==> config.mk <==
export PLATFORM = sky130hd
export DESIGN_NAME = pingpong_deser
export DESIGN_NICKNAME = d
export VERILOG_FILES = /design/src/rtl/deser_pkg.sv /design/src/rtl/deser_ring.sv /design/src/rtl/deser_bank.sv /design/src/rtl/deser_steer.sv /design/src/rtl/pingpong_deser.sv
export SDC_FILE = /design/constraint.sdc
export NUM_CORES = 1
export LEC_CHECK = 0
export ABC_AREA = 1
export CELL_PAD_IN_SITES_DETAIL_PLACEMENT = 1
export CELL_PAD_IN_SITES_GLOBAL_PLACEMENT = 1
export CORE_UTILIZATION = 41
export CTS_CLUSTER_DIAMETER = 150
export CTS_CLUSTER_SIZE = 20
export DETAILED_ROUTE_END_ITERATION = 10
export PLACE_DENSITY = 0.74
export SETUP_SLACK_MARGIN = 0.05
export SLEW_MARGIN = 20
export SYNTH_ARGS = -nofsm -noshare
export SYNTH_HDL_FRONTEND = slang
export SYNTH_SLANG_ARGS = --single-unit
==> constraint.sdc <==
create_clock -name clk_i -period 1.1 [get_ports clk_i]
set_input_delay 0.275 -clock clk_i [delete_from_list [all_inputs] [get_ports clk_i]]
set_output_delay 0.275 -clock clk_i [all_outputs]
set_load 0.01 [all_outputs]
==> src/rtl/deser_pkg.sv <==
package deser_pkg;
  typedef enum logic {
    BANK_A = 1'b0,
    BANK_B = 1'b1
  } bank_sel_e;
endpackage

==> src/rtl/deser_ring.sv <==
module deser_ring #(
  parameter int unsigned WIDTH = 8
) (
  input  logic             clk_i,
  input  logic             rst_ni,
  input  logic             clear_i,
  output logic [WIDTH-1:0] ring_o,
  output logic             wrap_o
);
  logic [WIDTH-1:0] ring_q;

  always_ff @(posedge clk_i or negedge rst_ni) begin
    if (!rst_ni) begin
      ring_q <= WIDTH'(1);
    end else if (clear_i) begin
      ring_q <= WIDTH'(1);
    end else begin
      ring_q <= {ring_q[WIDTH-2:0], ring_q[WIDTH-1]};
    end
  end

  assign ring_o = ring_q;
  assign wrap_o = ring_q[WIDTH-1];
endmodule

==> src/rtl/deser_bank.sv <==
module deser_bank #(
  parameter int unsigned WIDTH = 8
) (
  input  logic             clk_i,
  input  logic             rst_ni,
  input  logic             clear_i,
  input  logic             en_i,
  input  logic             bit_i,
  output logic [WIDTH-1:0] data_o
);
  logic [WIDTH-1:0] data_q;

  always_ff @(posedge clk_i or negedge rst_ni) begin
    if (!rst_ni) begin
      data_q <= '0;
    end else if (clear_i) begin
      data_q <= '0;
    end else if (en_i) begin
      data_q <= {data_q[WIDTH-2:0], bit_i};
    end
  end

  assign data_o = data_q;
endmodule

==> src/rtl/deser_steer.sv <==
module deser_steer
  import deser_pkg::*;
#(
  parameter int unsigned WIDTH = 8
) (
  input  logic             clk_i,
  input  logic             rst_ni,
  input  logic             clear_i,
  input  logic             wrap_i,
  input  logic [WIDTH-1:0] bank_a_i,
  input  logic [WIDTH-1:0] bank_b_i,
  output logic [1:0]       bank_en_o,
  output logic [WIDTH-1:0] word_o,
  output logic             valid_o
);
  bank_sel_e sel_q;
  logic      valid_q;

  always_ff @(posedge clk_i or negedge rst_ni) begin
    if (!rst_ni) begin
      sel_q   <= BANK_A;
      valid_q <= 1'b0;
    end else if (clear_i) begin
      sel_q   <= BANK_A;
      valid_q <= 1'b0;
    end else begin
      valid_q <= wrap_i;
      if (wrap_i) sel_q <= (sel_q == BANK_A) ? BANK_B : BANK_A;
    end
  end

  assign bank_en_o[0] = !clear_i && (sel_q == BANK_A);
  assign bank_en_o[1] = !clear_i && (sel_q == BANK_B);
  // the idle bank holds the last full word
  assign word_o  = (sel_q == BANK_A) ? bank_b_i : bank_a_i;
  assign valid_o = valid_q;
endmodule

==> src/rtl/pingpong_deser.sv <==
module pingpong_deser #(
  parameter int unsigned WORD_W = 8
) (
  input  logic              clk_i,
  input  logic              rst_ni,
  input  logic              clear_i,
  input  logic              ser_i,
  output logic [WORD_W-1:0] word_o,
  output logic              word_valid_o
);
  localparam int unsigned NUM_BANKS = 2;

  logic [WORD_W-1:0]    ring;
  logic                 wrap;
  logic [NUM_BANKS-1:0] bank_en;
  logic [WORD_W-1:0]    bank_data [NUM_BANKS];

  deser_ring #(.WIDTH(WORD_W)) u_ring (
    .clk_i  (clk_i),
    .rst_ni (rst_ni),
    .clear_i(clear_i),
    .ring_o (ring),
    .wrap_o (wrap)
  );

  for (genvar g = 0; g < NUM_BANKS; g++) begin : g_bank
    deser_bank #(.WIDTH(WORD_W)) u_bank (
      .clk_i  (clk_i),
      .rst_ni (rst_ni),
      .clear_i(clear_i),
      .en_i   (bank_en[g]),
      .bit_i  (ser_i),
      .data_o (bank_data[g])
    );
  end

  deser_steer #(.WIDTH(WORD_W)) u_steer (
    .clk_i    (clk_i),
    .rst_ni   (rst_ni),
    .clear_i  (clear_i),
    .wrap_i   (wrap),
    .bank_a_i (bank_data[0]),
    .bank_b_i (bank_data[1]),
    .bank_en_o(bank_en),
    .word_o   (word_o),
    .valid_o  (word_valid_o)
  );
endmodule

==> impl_metrics.toml, run 1 <==
[placed_design]
dp_hpwl_um = 1760
gp_congestion = 0.728
dpl_worst_slack_ps = -443
place_area_mm2 = 0.00146
io_buffers = 12

[logic_synthesis]
syn_area_per_cell_um2 = 8.87
synth-seq-cells = 26
syn-instance-count = 129
ys_warn_count = 0
netlist_area_mm2 = 0.00114
synth_area_leader_cell = "dfrtp_1"
yosysUniqueCellTypes = 13
synth_fp_nets = 133
ys_top_cells_by_area = "dfrtp_1 (55%), nand2_1 (16%), nand3_1 (10%), buf_6 (3.9%), inv_1 (3.0%)"
seq_area_frac_synth_pct = 57.0
yosysTopAreaCellShare_pct = 54.7

[drt]
routed_via_density = 5.08
ant_nets = 0
drt_iter0_drc = 14
num_vias = 995
avgRoutedWirePerCell_um = 16.0
remaining_drc_errors = 0
detail_route.first_pass.iterations = 4
drt-total-wl_um = 3130

[setup_path]
worstPathRequired_ps = 820
timing.critical_path.buf_inv = 3
critical_path.top_delay_family = "flip-flops"
cp-end-kind = "output port"
critical_path.max_stage_delay_ps = 450
slowest_stage = "dfrtp_1"
arrival_ps = 1250
worstPathCellList = "buf_12 -> inv_12 -> nand2_1 -> nand2_2 -> buf_6"
critPathKind = "reg2out"
r2r_setup_slack_ps = -100
worst-path-max-fanout = 8
worstSetupStartpointType = "flop"

[floorplanning]
ios = 13
dieWidth_um = 54.8
rows = 18
start_util_pct = 44.9
die_h_um = 54.8
core_area_mm2 = 0.00254
design.die.area_mm2 = 0.00300

[pwr]
powerDensity_mw_per_mm2 = 1010
peakVddDrop_v = 0.000885
leakage_nw = 0.865

[layout]
final_layout_size_suffix_gt1_share_pct = 42.2
finalInstanceArea_mm2 = 0.00161
fin_nets = 171
fin_util_pct = 63.4
final_cell_mix = "nand2_1 (32), dfrtp_1 (25), buf_4 (20), nand3_1 (18), nand2_2 (17)"
final_common_cell = "nand2_1"
insertedDiodeCount = 0
area_delta_synth_final_pct = 41.1

[clock_tree]
insertion_delay_ps = 340
cts_sinks = 26
cts_hold_buf = 0
clk_path_buf_depth = 2
cts_tree = "done"
cts_root_buf = "clkbuf_4"
cts_max_level = 1
numCtsBuffers = 3
clk_pin_slew_ps = 160

[sta]
timing.fmax_mhz = 657
hold_viol_final = 0
relSlewSlack_pct = 82.7
setup_slack_ps = -421
tightest_slew_ps = 258
slew_viol_final = 0
period_share_pct = 138
setup-violations-final = 18
rsz0062_at_grt = "yes"
min_period_ps = 1520
hold_ws_ps = 264
finClkSkew_ps = 6.53

[grt]
antenna_found_initial = 0
gr-total-overflow = 0
grt_pass1_vias = 1064
top_usage_layer = "met2"
use_met3_pct = 3.89
use_met1_pct = 31.7
grt_pass1_wl_um = 5110
use_met2_pct = 43.0
track_usage_pct = 25.7
grt_max_degree = 27

[job]
maxCapViolCount = 0

[status]
violations = "negative setup slack"
status = "finished with violations"

[worst_hold_path]
worstHoldPathType = "in2async"
cell usage after synthesis, drive strengths merged:
master   n
dfrtp   25
inv     11
dfstp    1
nand2   50
buf      7
nand3   25
nor2    10
flip-flops by register name, summed over array words and instances (netlist names):
register,cells
u_ring.ring_o,8
g_bank.u_bank.data_o,16
u_steer.valid_o,1
u_steer.sel_q,1
power breakdown:
part | switching (mW) | leakage, nW | internal (mW) | total (mW)
logic | 0.0708 | 0.488 | 0.0500 | 0.121
clock network | 0.325 | 0.0210 | 0.203 | 0.529
registers | 0.00624 | 0.356 | 0.971 | 0.978
path summary, 6_finish.rpt:
path | cells after the start | endpoint | from
setup reg to reg | 5 | g_bank[1].u_bank.data_o[3] | u_steer.sel_q
setup / recovery | 5 | word_o[2] | u_steer.sel_q
max in group asynchronous | 2 | u_ring.ring_o[0] | rst_ni
min in group clk_i | 2 | u_ring.ring_o[1] | u_ring.ring_o[0]
hold reg to reg | 2 | u_ring.ring_o[1] | u_ring.ring_o[0]
hold / removal | 2 | g_bank[0].u_bank.data_o[7] | rst_ni
stage by stage:
stage / total power [mW] / setup TNS, ps / cells
5_1_grt: 1.66 / -4760 / 196
2_1_floorplan: 1.04 / 0 / 129
3_5_place_dp: 1.11 / -7290 / 188
4_1_cts: 1.62 / -3470 / 198
3_3_place_gp: 1.10 / -6850 / 188
6_report: 1.63 / -4000 / 196
cells by family (layout without fill, tap and decap cells):
family / after synthesis / after routing / share of synthesized area, %
buffers and inverters: 18 / 55 / 10.8
DFF: 26 / 26 / 57.0
and+or+nand+nor: 85 / 85 / 32.2
metal layers:
metal / part of all wire [%] / vias up
li1: - / 472
met3: 1.9 / 7
met4: 2.0 / 0
met1: 46 / 502
met5: 0 / -
met2: 51 / 14
area by class of cell:
type | instances | area, um2
Fill cell | 284 | 931
Clock buffer | 4 | 36.3
Sequential cell | 26 | 652
Tap cell | 30 | 37.5
Inverter | 11 | 53.8
Timing Repair Buffer | 39 | 380
Multi-Input combinational cell | 85 | 443
Timing Repair inverter | 1 | 11.3
worst reg2reg max path, stage by stage (launching register included):
cell and delay (ps):
dfrtp_1 450, buf_6 160, buf_6 130, nor2_4 240, nand2_1 110, nand2_1 60
timing repair:
item,4_1_cts,5_1_grt
cloned,1,0
setup endpoints to repair,17,26
gates resized for setup,59,9
buffers inserted,5,0
pin swaps,6,8
Note: power is estimated with default switching activity, not from simulation.
==> inputs of run 2 (changes only) <==
--- a/config.mk
+++ b/config.mk
@@ -12,9 +12,9 @@
 export CTS_CLUSTER_DIAMETER = 150
 export CTS_CLUSTER_SIZE = 20
 export DETAILED_ROUTE_END_ITERATION = 10
+export GPL_ROUTABILITY_DRIVEN = 0
 export PLACE_DENSITY = 0.74
 export SETUP_SLACK_MARGIN = 0.05
-export SLEW_MARGIN = 20
 export SYNTH_ARGS = -nofsm -noshare
 export SYNTH_HDL_FRONTEND = slang
 export SYNTH_SLANG_ARGS = --single-unit
==> results of run 2 <==
No change in the layout: final DEF, timing and power equal those of run 1.
